### src/rtl/stk_pkg.sv
package stk_pkg;
    localparam int WORD_W    = 16;
    localparam int SEG_SHIFT = 4;

    typedef enum logic [2:0] {
        OP_PUSH = 3'd0,
        OP_POP  = 3'd1,
        OP_CALL = 3'd2,
        OP_RET  = 3'd3,
        OP_INT  = 3'd4,
        OP_IRET = 3'd5
    } op_e;

    typedef enum logic {
        ST_IDLE = 1'b0,
        ST_RUN  = 1'b1
    } st_e;

    // pointer offset selector for address formation
    typedef enum logic [1:0] {
        OFS_AT  = 2'd0,
        OFS_P1  = 2'd1,
        OFS_M1  = 2'd2,
        OFS_M2  = 2'd3
    } ofs_e;
endpackage

### src/rtl/stk_addr_gen.sv
module stk_addr_gen #(
    parameter int WW    = stk_pkg::WORD_W,
    parameter int SHIFT = stk_pkg::SEG_SHIFT,
    localparam int AW   = WW + SHIFT
) (
    input  logic [WW-1:0]    seg,
    input  logic [WW-1:0]    ptr,
    input  stk_pkg::ofs_e    sel,
    output logic [AW-1:0]    phys
);
    logic [WW-1:0] ofs;
    logic [AW-1:0] base;

    always_comb begin
        unique case (sel)
            stk_pkg::OFS_AT: ofs = ptr;
            stk_pkg::OFS_P1: ofs = ptr + WW'(1);
            stk_pkg::OFS_M1: ofs = ptr - WW'(1);
            default:         ofs = ptr - WW'(2);
        endcase
        base = {seg, {SHIFT{1'b0}}};
        phys = base + {{SHIFT{1'b0}}, ofs};
    end
endmodule

### src/rtl/stk_frame_plan.sv
module stk_frame_plan #(
    parameter int WW = stk_pkg::WORD_W
) (
    input  stk_pkg::op_e  op,
    input  logic [1:0]    idx,
    input  logic [WW-1:0] push_data,
    input  logic [WW-1:0] ret_pc,
    input  logic [WW-1:0] cur_cs,
    input  logic [WW-1:0] flags,
    output logic [1:0]    nwords,
    output logic          is_push,
    output logic [WW-1:0] word
);
    always_comb begin
        nwords  = 2'd1;
        is_push = 1'b0;
        word    = '0;
        unique case (op)
            stk_pkg::OP_PUSH: begin
                is_push = 1'b1;
                word    = push_data;
            end
            stk_pkg::OP_CALL: begin
                is_push = 1'b1;
                word    = ret_pc;
            end
            stk_pkg::OP_INT: begin
                is_push = 1'b1;
                nwords  = 2'd3;
                unique case (idx)
                    2'd0:    word = flags;
                    2'd1:    word = cur_cs;
                    default: word = ret_pc;
                endcase
            end
            stk_pkg::OP_IRET: nwords = 2'd3;
            default: ;
        endcase
    end
endmodule

### src/rtl/stk_byte_lane.sv
module stk_byte_lane #(
    parameter int WW = stk_pkg::WORD_W,
    localparam int BW = WW / 2
) (
    input  logic          phase,
    input  logic [WW-1:0] word_out,
    input  logic [BW-1:0] rd_byte,
    input  logic [BW-1:0] lo_byte,
    output logic [BW-1:0] wr_byte,
    output logic [WW-1:0] word_in
);
    // write order: high byte first, low byte second
    assign wr_byte = phase ? word_out[BW-1:0] : word_out[WW-1:BW];
    // read order: low byte captured first, high byte arrives second
    assign word_in = {rd_byte, lo_byte};
endmodule

### src/rtl/stk_engine.sv
module stk_engine #(
    parameter int WW              = stk_pkg::WORD_W,
    parameter int SHIFT           = stk_pkg::SEG_SHIFT,
    parameter logic [WW-1:0] SP_RST = 16'h8000,
    parameter logic [WW-1:0] SS_RST = 16'h0000,
    localparam int AW             = WW + SHIFT,
    localparam int BW             = WW / 2
) (
    input  logic          clk,
    input  logic          rst_n,
    input  logic          cmd_valid,
    input  logic [2:0]    cmd_op,
    input  logic [WW-1:0] cmd_data,
    input  logic [WW-1:0] cmd_ret_pc,
    input  logic [WW-1:0] cmd_cs,
    input  logic [WW-1:0] cmd_flags,
    input  logic [WW-1:0] cmd_tgt_pc,
    input  logic [WW-1:0] cmd_tgt_cs,
    input  logic          sp_wr,
    input  logic          ss_wr,
    input  logic [WW-1:0] wr_data,
    output logic          busy,
    output logic          done,
    output logic [WW-1:0] sp_out,
    output logic [WW-1:0] ss_out,
    output logic [WW-1:0] pop_word,
    output logic [WW-1:0] pc_out,
    output logic [WW-1:0] cs_out,
    output logic [WW-1:0] flags_out,
    output logic [AW-1:0] mem_addr,
    output logic          mem_we,
    output logic          mem_re,
    output logic [BW-1:0] mem_wdata,
    input  logic [BW-1:0] mem_rdata
);
    import stk_pkg::*;

    typedef struct packed {
        st_e           st;
        op_e           op;
        logic [1:0]    wcnt;
        logic          bph;
        logic [WW-1:0] sp;
        logic [WW-1:0] ss;
        logic [BW-1:0] lo;
        logic [WW-1:0] d_push;
        logic [WW-1:0] d_ret;
        logic [WW-1:0] d_cs;
        logic [WW-1:0] d_flags;
        logic [WW-1:0] t_pc;
        logic [WW-1:0] t_cs;
        logic [WW-1:0] pop;
        logic [WW-1:0] pc;
        logic [WW-1:0] cs;
        logic [WW-1:0] flg;
        logic          done;
    } eng_t;

    eng_t q, d;

    logic [1:0]    nwords;
    logic          is_push;
    logic [WW-1:0] frame_word;
    logic [WW-1:0] word_in;
    logic [BW-1:0] wr_byte;
    ofs_e          sel;
    logic          we_c, re_c, accept, last_w;

    stk_frame_plan #(.WW(WW)) u_plan (
        .op        (q.op),
        .idx       (q.wcnt),
        .push_data (q.d_push),
        .ret_pc    (q.d_ret),
        .cur_cs    (q.d_cs),
        .flags     (q.d_flags),
        .nwords    (nwords),
        .is_push   (is_push),
        .word      (frame_word)
    );

    stk_byte_lane #(.WW(WW)) u_lane (
        .phase    (q.bph),
        .word_out (frame_word),
        .rd_byte  (mem_rdata),
        .lo_byte  (q.lo),
        .wr_byte  (wr_byte),
        .word_in  (word_in)
    );

    stk_addr_gen #(.WW(WW), .SHIFT(SHIFT)) u_addr (
        .seg  (q.ss),
        .ptr  (q.sp),
        .sel  (sel),
        .phys (mem_addr)
    );

    always_comb begin
        d      = q;
        d.done = 1'b0;
        we_c   = 1'b0;
        re_c   = 1'b0;
        sel    = OFS_AT;
        accept = (q.st == ST_IDLE) && cmd_valid && (cmd_op <= 3'd5);
        last_w = (q.wcnt == (nwords - 2'd1));
        unique case (q.st)
            ST_IDLE: begin
                if (accept) begin
                    d.st      = ST_RUN;
                    d.op      = op_e'(cmd_op);
                    d.wcnt    = 2'd0;
                    d.bph     = 1'b0;
                    d.d_push  = cmd_data;
                    d.d_ret   = cmd_ret_pc;
                    d.d_cs    = cmd_cs;
                    d.d_flags = cmd_flags;
                    d.t_pc    = cmd_tgt_pc;
                    d.t_cs    = cmd_tgt_cs;
                end else begin
                    if (sp_wr) d.sp = wr_data;
                    if (ss_wr) d.ss = wr_data;
                end
            end
            default: begin
                if (is_push) begin
                    we_c = 1'b1;
                    sel  = q.bph ? OFS_M2 : OFS_M1;
                    if (q.bph) d.sp = q.sp - WW'(2);
                end else begin
                    re_c = 1'b1;
                    sel  = q.bph ? OFS_P1 : OFS_AT;
                    if (!q.bph) begin
                        d.lo = mem_rdata;
                    end else begin
                        d.sp = q.sp + WW'(2);
                        unique case (q.op)
                            OP_POP: d.pop = word_in;
                            OP_RET: d.pc  = word_in;
                            default: begin
                                unique case (q.wcnt)
                                    2'd0:    d.pc  = word_in;
                                    2'd1:    d.cs  = word_in;
                                    default: d.flg = word_in;
                                endcase
                            end
                        endcase
                    end
                end
                d.bph = ~q.bph;
                if (q.bph) begin
                    d.wcnt = q.wcnt + 2'd1;
                    if (last_w) begin
                        d.st   = ST_IDLE;
                        d.done = 1'b1;
                        if (q.op == OP_CALL) d.pc = q.t_pc;
                        if (q.op == OP_INT) begin
                            d.pc = q.t_pc;
                            d.cs = q.t_cs;
                        end
                    end
                end
            end
        endcase
    end

    always_ff @(posedge clk or negedge rst_n) begin
        if (!rst_n) begin
            q    <= '0;
            q.sp <= SP_RST;
            q.ss <= SS_RST;
        end else begin
            q    <= d;
        end
    end

    assign busy      = (q.st == ST_RUN);
    assign done      = q.done;
    assign sp_out    = q.sp;
    assign ss_out    = q.ss;
    assign pop_word  = q.pop;
    assign pc_out    = q.pc;
    assign cs_out    = q.cs;
    assign flags_out = q.flg;
    assign mem_we    = we_c;
    assign mem_re    = re_c;
    assign mem_wdata = wr_byte;
endmodule

### config.mk
export PLATFORM = sky130hd
export DESIGN_NAME = stk_engine
export DESIGN_NICKNAME = d
export VERILOG_FILES = /design/src/rtl/stk_pkg.sv /design/src/rtl/stk_addr_gen.sv /design/src/rtl/stk_frame_plan.sv /design/src/rtl/stk_byte_lane.sv /design/src/rtl/stk_engine.sv
export SDC_FILE = /design/constraint.sdc
export NUM_CORES = 1
export LEC_CHECK = 0
export BUFFER_PORTS_ARGS = -buffer_cell sky130_fd_sc_hd__buf_2
export CORE_ASPECT_RATIO = 1.5
export CORE_MARGIN = 2
export CORE_UTILIZATION = 55
export CTS_BUF_LIST = sky130_fd_sc_hd__clkbuf_4 sky130_fd_sc_hd__clkbuf_8 sky130_fd_sc_hd__clkbuf_16
export DETAILED_ROUTE_END_ITERATION = 8
export PLACE_DENSITY_LB_ADDON = 0.3
export SLEW_MARGIN = 15
export SYNTH_ARGS = -nofsm -noshare
export SYNTH_HDL_FRONTEND = slang
export SYNTH_SLANG_ARGS = --single-unit
### constraint.sdc
create_clock -name clk -period 5.97 [get_ports clk]
set_input_delay 0.2985 -clock clk [delete_from_list [all_inputs] [get_ports clk]]
set_output_delay 0.2985 -clock clk [all_outputs]
set_load 0.02 [all_outputs]
## Yosys cells after proc, flatten, opt, wreduce, memory -nomap -nowiden

Cells that the tools add are included.
Widths: inputs -> output; s select.

- Register bits after elaboration: 208
- Bits in latches: 0
- Memory bits (read-only): 0
- Memories: 0
- Logic and storage cells: 101
- Output and inout port bits: 128
- RAM bits: 0

- Multiplexer cells: 40
- Divide/modulo/power cells: 0
- Add/subtract/negate cells: 7
- Shift operators: 0
- $lt $le $gt $ge: 1
- Reductions and logical operators: 18
- Eq/ne operators: 11
- Bitwise logic cells: 6
- Multiply operators: 0

Operators by type and width:

| operator | count |
|---|---|
| $mux 32 | 5 |
| $mux 16 | 9 |
| $mux 48 | 2 |
| $pmux 16 s3 | 2 |
| $pmux 16 s2 | 2 |
| $add 20x16->20 | 1 |
| $mux 19 | 1 |
| $add 16x1->16 const B | 1 |
| $add 16x2->16 const B | 1 |
| $sub 16x1->16 const B | 1 |
| $sub 16x2->16 const B | 1 |
| $mux 1 | 13 |
| $reduce_and 3->1 | 3 |
| $mux 2 | 4 |
| $mux 8 | 1 |
| $mux 7 | 1 |
| $eq 3x2->1 const B | 2 |
| $eq 3x3->1 const B | 2 |
| $not 1->1 | 6 |
| $reduce_or 2->1 | 3 |
| $reduce_and 5->1 | 1 |
| $eq 2x1->1 const B | 2 |
| $logic_not 2->1 | 2 |
| $ne 2x2->1 const B | 2 |
| other kinds (12) | 15 |

## Longest topological paths before layout

- Depth in word-level cells: 10
- Mapped depth: 25

## Cells and area by module

A second synthesis with hierarchy kept.

- Cells, all modules: 1,178
- Area total of the unflattened synthesis: 12,507.0 um^2

By module, submodules not included:

| module | seq. area each (um^2) | instances | area each (um^2) | cells an instance |
|---|---|---|---|---|
| stk_engine | 5,206.2 | 1 | 9,574.2 | 759 |
| stk_addr_gen | 0.0 | 1 | 2,195.9 | 331 |
| stk_frame_plan | 0.0 | 1 | 485.5 | 63 |
| stk_byte_lane | 0.0 | 1 | 251.5 | 25 |

## Least setup slack after synthesis

OpenSTA, ideal clock, no wires.

- Kind: register to output
- From: register q[206] in the netlist's numbering
- To: output mem_addr[17]
- Setup slack: 0.378 ns
- Data arrival time: 5.293 ns
- Stages on the path, launching flop included: 24
- Cells stage by stage: dfrtp_1 > buf_2 > a21o_1 > buf_2 > nor2_1 > ha_1 > buf_2 > buf_2 > buf_2 > buf_2 > xor2_1 > ha_1 > a22o_1 > a211o_1 > a32oi_1 > or3_1 > nand3_1 > ha_1 > a21oi_1 > o31ai_1 > a211oi_1 > nor2_1 > nor4bb_1 > a2111o_1

- Word-level cells in the longest chain between the ends: 8
- Elaborated cells between the ends (all ways): 12

Ends and longest elaborated chain:

| element | RTL line | text |
|---|---|---|
| start: declaration | stk_engine.sv:59 | `eng_t q, d;` |
| $eq 3x2->1, or another cell as far along | stk_frame_plan.sv:18 | `unique case (op)` |
| $reduce_or 3->1 (no line) * | -- |  |
| $mux 1 * | stk_frame_plan.sv:18 |  |
| $mux 2 * | stk_engine.sv:124 | `if (is_push) begin` |
| $mux 2 * | stk_engine.sv:105 | `unique case (q.st)` |
| $eq 2x2->1, or another cell as far along | stk_addr_gen.sv:15 | `unique case (sel)` |
| $pmux 16 s3 * | stk_addr_gen.sv:15 |  |
| $add 20x16->20 * | stk_addr_gen.sv:22 | `phys = base + {{SHIFT{1'b0}}, ofs};` |
| end: declaration | stk_engine.sv:30 | `output logic [AW-1:0] mem_addr,` |

Mark *: on every way between the ends. The rest lies on a longest branch, timed or not.

## Final worst setup path

- From: register q[205] in the netlist's numbering
- To: output mem_addr[17]

Same word-level chain as after synthesis.

==> qor.csv <==
stage;metric;value;unit
outcome;status;complete, no violations;
clock_network;Clock Sinks;208;
yosys;largest family of logic cells by synthesized area;compound AO/OA/AOI/OAI gates;
hold_path;worst hold-check path type;in2reg;
clock_network;CTS tree;done;
worst_setup_path;Worst setup EP type;output pin;
worst_setup_path;worst-path cell chain;a21o_1, nor2_1, buf_4, ha_1, and3_1, a41oi_1, nand2_1, a211oi_1, xnor2_1, o21ai_0, o21a_1, ha_1, a21o_1, a21oi_1, o31ai_1, a211oi_1, nor2_1, nor4bb_1, a2111o_1, buf_2;
sta;slew margin rel.;24.7;%
global_route;global-route wire length before repair;49.3;mm
worst_setup_path;worst r2r src;q[203];
routing;ANT nets after route;0;
yosys;post-synthesis cell count;1163;
routing;DR iter-0 viols;785;
finish;number of nets in the layout;1433;
yosys;number of synthesized flops with an enable pin;0;
worst_setup_path;Crit Path Class;reg2out;
routing;DR vias/cell;5.98;
yosys;Post-Syn Area;11800;sq um
sta;Slew @ Worst Pin;1.13;ns
yosys;Async SR Flop Fraction;100;%
yosys;most frequent cell after synthesis;dfrtp_1;
sta;RSZ-0062 raised after global routing;no;
yosys;Synth Area per Inst;10.2;sq um
finish;P&R area growth vs syn;12.7;%
global_route;total track usage;28.0;%
clock_network;Root Driver;clkbuf_16;
die;Initial Util;56.2;%
flow_run;max-cap viol count;0;
yosys;share of Yosys cell area claimed by the top area cell type;43.7;%
global_route;total global routing overflow;0;
yosys;Yosys cell types;70;
worst_setup_path;Worst Path Arrival;5.29;ns
worst_setup_path;Crit path required time;5.67;ns
yosys;cell taking the most area after synthesis;dfrtp_1;
die;Ports;256;
die;die height;184;um
yosys;Seq cells post-synth;208;
yosys;area share of and/or/nand/nor cells after synthesis;9.09;%
yosys;Synth Flop Type;dfrtp_1;
die;die width;124;um
routing;# DRC;0;
worst_setup_path;slowest stage cell, crit path;dfrtp_1;
clock_network;Clk Latency, worst-skew pair;0.51;ns
global_route;pin count of the biggest net entering global routing;80;
worst_setup_path;CP Buf/Inv Count;2;
placed_design;routability cong.;0.924;
yosys;top cells by count, synth;dfrtp_1, mux2_2, a21oi_1;
routing;wire length per cell;20.5;um
hold_path;hold depth;2;
global_route;vias in the first global route;9364;
global_route;initial antenna violation count;8;
clock_network;H-Tree Depth;1;
yosys;xor and xnor area share after synthesis;3.77;%
yosys;adder-cell share of the synthesized area;2.49;%
sta;final hold vios;0;
die;Core ar.;21100;sq um
die;Die ar.;22700;sq um
worst_setup_path;R2R depth;6;
yosys;Area contributors post-synth;dfrtp_1, mux2_2, buf_4, a21oi_1, nor2_1;
routing;via count;9414;
sta;# setup viols final;0;
sta;max-slew violations;0;
sta;crit path time final;5.58;ns
clock_network;Num CTS Buffers;22;
placed_design;Port Buf Inserts;255;
die;Core Rows;65;
yosys;Seq/Total Area, Yosys;44.0;%
worst_setup_path;Worst setup SP type;register;
yosys;YS warnings;0;
sta;f_max;179;MHz
sta;Final Cycle Share;93.5;%
worst_setup_path;R2R setup slack;2.34;ns
sta;Clock Skew;0.0134;ns
clock_network;postcts setup bufs;0;
routing;DRT Pass-1 Iters;6;
routing;Routed Wire Length;32.3;mm
yosys;syn nets;1314;
hold_path;worst hold start;cmd_tgt_pc[11];
worst_setup_path;Slowest Stage Delay on Critical Path;0.49;ns
clock_network;Bufs on Longest Clock Path;3;
clock_network;clk slew on worst S/H paths;0.07;ns
yosys;post-synthesis compound-gate area fraction;16.1;%
hold_path;Worst Hold End;q[92];
placed_design;half-perimeter wire length after detailed placement;22.9;mm
worst_setup_path;worst r2r dst;cs_out[10];
yosys;mux cell area share after synthesis;15.0;%
finish;layout cells sized above 1;37.4;%
worst_setup_path;crit-path leading delay family;compound AO/OA/AOI/OAI gates;
sta;TNS Setup;0;ns
worst_setup_path;Max Fanout on Critical Path;15;
## cells by family (layout without fill, tap and decap cells)
kind of cell,count (synthesis),after routing
other cells,0,7
xor+xnor,51,51
flops,208,208
fa+ha+maj,23,23
mux,158,158
compound gates,303,303
simple gates,220,220
buf+inv,200,335
## sequential cells by signal, summed over array words and instances, names as in the netlist
register   cells
busy           1
cs_out        16
done           1
flags_out     16
pc_out        16
pop_word      16
q            110
sp_out        16
ss_out        16
## placed cells by master (no fill, tap or decap), drive strengths merged, types with 5 or more instances in the layout
cell        n
buf       271
dfrtp     207
mux2      156
a21oi     102
nor2       87
nand2      50
o21ai      49
o22ai      43
xnor2      34
clkbuf     28
a22oi      24
inv        22
ha         22
xor2       17
a221oi     14
nor3       14
a211oi     12
nand3      10
or3        10
a31oi       8
nand2b      8
nand4       8
diode       7
o21a        6
o31ai       5
a32oi       5
nor2b       5
clkinvlp    5
nor4        5
clkinv      5
## layer usage
metal | global-route usage (%) | vias to the layer above | wire length (um)
met5 | 0 | - | 0
li1 | - | 4335 | -
met2 | 49.1 | 333 | 16700
met1 | 33.0 | 4660 | 12300
met3 | 4.37 | 86 | 1840
met4 | 13.3 | 0 | 1430
## stage by stage
stage               hold slack (ns)  std cells  utilization (%)  area, sq um  setup WS (ns)
finish                       0.0177       1573             63.4        13300          0.385
global route                0.00922       1573             63.4        13300         0.0167
CTS                          0.0109       1566             63.2        13300          0.245
detailed placement            0.276       1525             59.5        12500          0.808
global placement              0.275       1525             59.5        12500          0.898
floorplan                   0.00291       1163                -        11800          0.378
## how the worst max path moves through the flow
stage | startpoint | end | slack [ns] | cells past startpoint
after floorplan | q[206] | mem_addr[17] | 0.38 | 23
after global placement | q[205] | mem_addr[17] | 0.90 | 21
after detailed placement | q[205] | mem_addr[17] | 0.81 | 21
after CTS | q[205] | mem_addr[17] | 0.24 | 21
after global routing | q[205] | mem_addr[17] | 0.02 | 20
final | q[205] | mem_addr[17] | 0.39 | 20
## layout make-up
type                    count  area [sq um]
fillers                  1818          7720
multi-input cells         755          5510
flip-flops and latches    208          5210
repair buffers            273          1430
clock buffers              27           606
well taps                 268           335
clock inverters            13           164
inverters                  22          82.6
diodes                      7          17.5
## what timing repair did
action,CTS,global route
setup endpoints to repair,0,1
hold buffers,1,0
gates resized for setup,0,2
hold endpoints to repair,51,0
Power is left out: the tool's default activity adds up to more than one toggle a clock period on the data nets, which glitch-free logic cannot reach.
